--- src/rtl/fp_add_pipe.sv ---
module fp_add_pipe #(
  parameter int MW = 16,
  parameter int EW = 8
) (
  input  logic          clk,
  input  logic          rst,
  input  logic          in_valid,
  input  logic          in_sub,
  input  logic          a_sign,
  input  logic [EW-1:0] a_exp,
  input  logic [MW-1:0] a_mant,
  input  logic          b_sign,
  input  logic [EW-1:0] b_exp,
  input  logic [MW-1:0] b_mant,
  output logic          out_valid,
  output logic          out_sign,
  output logic [EW-1:0] out_exp,
  output logic [MW-1:0] out_mant,
  output logic          out_ovf,
  output logic          out_unf
);
  localparam int SW = $clog2(MW + 1);

  // segment 1: exponent compare
  logic [EW:0]   ediff;
  logic          a_small;
  logic [EW-1:0] dmag;
  assign ediff   = {1'b0, a_exp} - {1'b0, b_exp};
  assign a_small = ediff[EW];
  assign dmag    = a_small ? (b_exp - a_exp) : ediff[EW-1:0];

  logic          s1_v, s1_swap, s1_sa, s1_sb;
  logic [EW-1:0] s1_sh, s1_ea, s1_eb;
  logic [MW-1:0] s1_ma, s1_mb;

  always_ff @(posedge clk) begin
    if (rst) begin
      s1_v <= 1'b0; s1_swap <= 1'b0; s1_sa <= 1'b0; s1_sb <= 1'b0;
      s1_sh <= '0; s1_ea <= '0; s1_eb <= '0; s1_ma <= '0; s1_mb <= '0;
    end else begin
      s1_v    <= in_valid;
      s1_swap <= a_small;
      s1_sh   <= dmag;
      s1_sa   <= a_sign;
      s1_sb   <= b_sign ^ in_sub;
      s1_ea   <= a_exp;
      s1_eb   <= b_exp;
      s1_ma   <= a_mant;
      s1_mb   <= b_mant;
    end
  end

  // segment 2: choose exponent, align
  logic [MW-1:0] big_m, sml_m, sml_al;
  logic          big_s, sml_s, sat;
  assign big_m  = s1_swap ? s1_mb : s1_ma;
  assign sml_m  = s1_swap ? s1_ma : s1_mb;
  assign big_s  = s1_swap ? s1_sb : s1_sa;
  assign sml_s  = s1_swap ? s1_sa : s1_sb;
  assign sat    = {{(32-EW){1'b0}}, s1_sh} >= 32'(MW);
  assign sml_al = sat ? '0 : (sml_m >> s1_sh);

  logic          s2_v, s2_sx, s2_sy;
  logic [EW-1:0] s2_e;
  logic [MW-1:0] s2_mx, s2_my;

  always_ff @(posedge clk) begin
    if (rst) begin
      s2_v <= 1'b0; s2_sx <= 1'b0; s2_sy <= 1'b0;
      s2_e <= '0; s2_mx <= '0; s2_my <= '0;
    end else begin
      s2_v  <= s1_v;
      s2_e  <= s1_swap ? s1_eb : s1_ea;
      s2_mx <= big_m;
      s2_my <= sml_al;
      s2_sx <= big_s;
      s2_sy <= sml_s;
    end
  end

  // segment 3: magnitude add/subtract
  logic [MW:0] mag;
  logic        mag_s;
  always_comb begin
    if (s2_sx == s2_sy) begin
      mag   = {1'b0, s2_mx} + {1'b0, s2_my};
      mag_s = s2_sx;
    end else if (s2_mx >= s2_my) begin
      mag   = {1'b0, s2_mx} - {1'b0, s2_my};
      mag_s = s2_sx;
    end else begin
      mag   = {1'b0, s2_my} - {1'b0, s2_mx};
      mag_s = s2_sy;
    end
  end

  logic          s3_v, s3_s;
  logic [EW-1:0] s3_e;
  logic [MW:0]   s3_m;

  always_ff @(posedge clk) begin
    if (rst) begin
      s3_v <= 1'b0; s3_s <= 1'b0; s3_e <= '0; s3_m <= '0;
    end else begin
      s3_v <= s2_v;
      s3_s <= mag_s;
      s3_e <= s2_e;
      s3_m <= mag;
    end
  end

  // segment 4: normalize, adjust exponent
  function automatic logic [SW-1:0] lead_zeros(input logic [MW-1:0] v);
    logic [SW-1:0] n;
    logic          hit;
    n   = '0;
    hit = 1'b0;
    for (int i = MW - 1; i >= 0; i--) begin
      if (v[i]) hit = 1'b1;
      else if (!hit) n = n + 1'b1;
    end
    return n;
  endfunction

  logic [SW-1:0] lz;
  logic [EW:0]   e_inc, e_dec;
  logic          n_s, n_ovf, n_unf;
  logic [EW-1:0] n_e;
  logic [MW-1:0] n_m;

  assign lz    = lead_zeros(s3_m[MW-1:0]);
  assign e_inc = {1'b0, s3_e} + 1'b1;
  assign e_dec = {1'b0, s3_e} - (EW+1)'(lz);

  always_comb begin
    n_s = s3_s; n_ovf = 1'b0; n_unf = 1'b0;
    if (s3_m[MW]) begin
      n_m   = s3_m[MW:1];
      n_e   = e_inc[EW-1:0];
      n_ovf = e_inc[EW];
    end else if (s3_m == '0) begin
      n_m = '0;
      n_e = '0;
      n_s = 1'b0;
    end else begin
      n_m   = s3_m[MW-1:0] << lz;
      n_e   = e_dec[EW-1:0];
      n_unf = e_dec[EW];
    end
  end

  always_ff @(posedge clk) begin
    if (rst) begin
      out_valid <= 1'b0; out_sign <= 1'b0; out_exp <= '0; out_mant <= '0;
      out_ovf <= 1'b0; out_unf <= 1'b0;
    end else begin
      out_valid <= s3_v;
      out_sign  <= n_s;
      out_exp   <= n_e;
      out_mant  <= n_m;
      out_ovf   <= s3_v & n_ovf;
      out_unf   <= s3_v & n_unf;
    end
  end
endmodule

--- config.mk ---
export PLATFORM = sky130hd
export DESIGN_NAME = fp_add_pipe
export DESIGN_NICKNAME = d
export VERILOG_FILES = /design/src/rtl/fp_add_pipe.sv
export SDC_FILE = /design/constraint.sdc
export NUM_CORES = 1
export LEC_CHECK = 0
export ABC_CLOCK_PERIOD_IN_PS = 10900
export CORE_MARGIN = 2
export CORE_UTILIZATION = 50
export CTS_BUF_LIST = sky130_fd_sc_hd__clkbuf_4 sky130_fd_sc_hd__clkbuf_8
export CTS_CLUSTER_DIAMETER = 40
export DETAILED_ROUTE_END_ITERATION = 7
export GPL_ROUTABILITY_DRIVEN = 1
export PLACE_DENSITY = 0.7
export SLEW_MARGIN = 15
export SYNTH_ARGS = -nofsm -noshare
export SYNTH_HDL_FRONTEND = slang
export SYNTH_SLANG_ARGS = --single-unit
--- constraint.sdc ---
create_clock -name clk -period 10.9 [get_ports clk]
set_input_delay 1.635 -clock clk [delete_from_list [all_inputs] [get_ports clk]]
set_output_delay 1.635 -clock clk [all_outputs]
set_load 0.05 [all_outputs]
==> results.md <==
Cells and area:
- The layout overhead on the synthesized area is 11.8%.
- The final core utilization is 0.572.
- The top cell types in the final layout, fill and taps aside, are sky130_fd_sc_hd__nor2_1, sky130_fd_sc_hd__dfxtp_1, sky130_fd_sc_hd__nand2_1.
- The post-layout net count is between 1500 and 2000.
- The diode insertion count for antenna repair is 0.
- The commonest non-fill, non-tap cell in the layout is sky130_fd_sc_hd__nor2_1.
- The ratio of cells with drive above 1 in the final layout is 0.0776.

Clock network:
- The total clock buffers created by CTS is 17.
- For this design, the CTS-stage hold fixing added 0 buffers.
- The clock latency on the worst-skew pair is approximately 0.46 ns.
- The number of post-CTS setup repair buffers is 0.
- The number of instances resized during post-cts repair is 0.
- CTS placed an instance of sky130_fd_sc_hd__clkbuf_8 at the clock tree root.
- The H-tree generated during clock tree synthesis spans 4 levels.
- Clock tree synthesis found a total of 158 sinks.
- The clock passes through at most 2 buffers.
- Clock-pin slew was measured on the worst setup and hold paths at about 0.09 ns.
- The clock tree from TritonCTS is done.

Synth:
- The number of flops mapped to enable cells by yosys is 0.
- The synthesized instance count is ~1400.
- Of the synthesized area, sequential elements account for 0.282.
- Yosys mapped the design onto slightly below 90 distinct sky130hd cell types.
- The synthesized flop and latch total is about 160.
- In this run the cell area of the synthesized design comes to approximately 0.011 sq mm.
- The total of warnings raised by yosys is 0.
- A synthesized cell averages ~8 sq um.
- The most used flip-flop cell after synthesis is sky130_fd_sc_hd__dfxtp_1.
- The async set-reset flop share out of synthesis is 0.
- Synthesis produced a netlist with a net count of between 1500 and 2000.

Timing:
- The worst path setup slack after routing is about 0.93 ns.
- Setup violations remaining at the end of the flow were counted as 0.
- Counting I/O delays and the setup requirement, the final critical path takes roughly 10 ns.
- Setup repair after global routing left no endpoint under its margin.
- The final count of hold timing violations is 0.
- The slew of the pin with the lowest slew margin is around 1.2 ns.
- The worst pin sits at a relative slew slack of 0.221.
- The worst-case clock skew is ~0.015 ns.
- In the final timing run, aggregate negative setup slack is 0 ns.
- The peak clock frequency supported by timing is roughly 100 MHz.
- In the finished design, the share of the clock period the worst path needs comes to 0.915.
- The count of pins over their slew limit is 0.

Placed design:
- Prior to clock tree synthesis, the placed netlist has a worst setup slack of around 1.1 ns.
- Routability-driven placement finished with a final weighted congestion of slightly above 0.9.
- Summed over all nets, the half-perimeter wirelength after detailed placement is roughly 22000 um.
- The number of port buffers is 81.

Detailed routing:
- The number of detailed-route iterations in the first pass is 5.
- After detailed routing, the number of remaining DRC violations is 0.
- Summed over all layers, the routed wires come to between 20000 and 30000 um.
- The count of nets left with antenna violations once routing finished came out at 0.
- Dividing the detail-routed wire length by the instance count gives around 17 um.
- The via count is 9761.
- The average via count per standard cell is roughly 5.7.
- In this run, the number of DRC markers left after iteration 0 of detailed routing was 772.

Hold path:
- The worst hold path belongs to the class reg2reg.

Power and ir drop:
- The maximum vdd drop is between 0.15 and 0.2 mV.
- The internal portion of the total power is between 1500 and 2000 uW.
- Of the total power, combinational logic draws 0.633.
- The switching power share of the total is 0.469.
- Of the total power, registers draw 0.227.
- The analysis attributes to cell leakage a power of around 0.0053 uW.
- The analysis attributes to net switching a power of around 1500 uW.
- Dividing total power by cell area gives a power density of 249 mW/mm^2.
- The clock share of power is 0.140.

Critical path:
- In this design, the critical path's most frequently occurring cell is sky130_fd_sc_hd__ha_1.
- The maximum fanout encountered on the critical timing path is 8.
- For this run, the slowest stage of the critical path takes roughly 0.50 ns.
- STA puts the critical path data arrival time at approximately 10 ns.
- The worst endpoint required time is 11.22 ns.
- The setup path with the least slack is of type reg2reg.
- The critical path launch point type is a register.
- Among all stages on the critical path, the largest delay is contributed by sky130_fd_sc_hd__dfxtp_1.
- The worst setup path is captured at a register.

Flow run:
- The count of max-cap constraint violations is 0.

Floorplan:
- The die covers around 0.024 sq mm.
- The total core area is 0.0220 sq mm.
- The die boundary width is around 150 um.
- about 80 I/O pins were placed.
- The die is 154 um tall.
- The effective utilization at floorplan is 0.511.
- The row count is 54.

Global route:
- In the global route stage, overall resource usage came out at 0.239.
- The number of global-route vias before repair is about 9000.
- The global-route wire length before repair is roughly 46000 um.
- The number of antenna violations at the first check in global routing was 0.
- Summed over all layers, the global routing overflow is 0.
- Entering global routing, the biggest net connects 86 pins.

Status:
- The flow ran to the end, and the final reports show no timing, DRC or antenna violations.
-- power groups by stage --
stage          registers, uW  logic (uW)  clock network, uW
2_1_floorplan            779        1500                  0
3_3_place_gp             720        1920                  0
3_5_place_dp             720        1950                  0
4_1_cts                  707        1960                449
5_1_grt                  716        2160                475
6_report                 708        1980                437
-- worst paths after layout --
path                        from  slack (ns)  cells past startpoint                     to
max          s3_m[15]$_SDFF_PP0_        0.93                     47  out_exp[6]$_SDFF_PP0_
min           s2_e[7]$_SDFF_PP0_        0.45                      1     s3_e[7]$_SDFF_PP0_
max reg2reg  s3_m[15]$_SDFF_PP0_        0.93                     47  out_exp[6]$_SDFF_PP0_
min reg2reg   s2_e[7]$_SDFF_PP0_        0.45                      1     s3_e[7]$_SDFF_PP0_
-- stage by stage --
step                      total power (uW)  hold slack (ns)  instance area [sq um]  std cells
after detailed placement              2670            0.424                  12100       1666
final                                 3120            0.445                  12600       1698
after CTS                             3120            0.453                  12600       1698
after global routing                  3350            0.459                  12600       1698
after floorplan                       2280            0.414                  11200       1367
after global placement                2640            0.417                  12100       1666
-- flip-flops by register name, indices dropped and copies added, names as in the netlist, 8 cells and up --
register  flops
s3_m         17
out_mant     16
s1_ma        16
s1_mb        16
s2_mx        16
s2_my        16
out_exp       8
s1_ea         8
s1_eb         8
s1_sh         8
s2_e          8
s3_e          8
-- cell usage after synthesis, types with 13 or more instances --
master	instances	area, sq um
sky130_fd_sc_hd__a211oi_1	20	150
sky130_fd_sc_hd__buf_2	13	65.1
sky130_fd_sc_hd__nand2b_1	17	106
sky130_fd_sc_hd__clkbuf_1	44	165
sky130_fd_sc_hd__nor2_1	165	619
sky130_fd_sc_hd__mux2i_1	91	911
sky130_fd_sc_hd__nand3_1	34	170
sky130_fd_sc_hd__a31oi_1	14	87.6
sky130_fd_sc_hd__nor3_1	33	165
sky130_fd_sc_hd__inv_1	91	342
sky130_fd_sc_hd__o21ai_0	48	240
sky130_fd_sc_hd__nor2b_1	78	488
sky130_fd_sc_hd__nand2_1	92	345
sky130_fd_sc_hd__a21oi_1	72	360
sky130_fd_sc_hd__mux2_2	23	259
sky130_fd_sc_hd__dfxtp_1	158	3160
sky130_fd_sc_hd__xnor2_1	24	210
sky130_fd_sc_hd__nand4_1	13	81.3
sky130_fd_sc_hd__or3_1	13	81.3
sky130_fd_sc_hd__a21o_1	16	120
sky130_fd_sc_hd__ha_1	83	1040
sky130_fd_sc_hd__xor2_1	13	114
-- final cells by class --
| type | count | area [sq um] |
|---|---|---|
| flip-flops and latches | 158 | 3160 |
| repair buffers | 87 | 853 |
| clock buffers | 17 | 234 |
| multi-input cells | 1046 | 7410 |
| fillers | 2049 | 9410 |
| well taps | 280 | 350 |
| inverters | 95 | 357 |
| clock inverters | 15 | 178 |
-- cell families after synthesis --
group,synth area share
multiplexers,0.117
AND/OR/NAND/NOR,0.223
XOR/XNOR,0.0441
flip-flops,0.282
AO/OA/AOI/OAI,0.172
adder cells (fa/ha/maj),0.103
buffers and inverters,0.0586
-- routing by layer --
| layer | vias to the layer above | share of wire | global-route usage |
|---|---|---|---|
| li1 | 4830 | - | - |
| met1 | 4573 | 0.46 | 0.319 |
| met2 | 316 | 0.46 | 0.394 |
| met3 | 42 | 0.058 | 0.0417 |
| met4 | 0 | 0.023 | 0.0801 |
| met5 | - | 0 | 0 |
-- worst max-delay path, delay by kind of cell (launching register included) --
kind	cells	cell delay (ns)
buf+inv	3	0.24
fa+ha+maj	9	2.42
compound gates	14	3.08
mux	4	1.18
flops	1	0.50
xor+xnor	2	0.43
simple gates	15	1.97
Power figures use the tool's default switching activity.
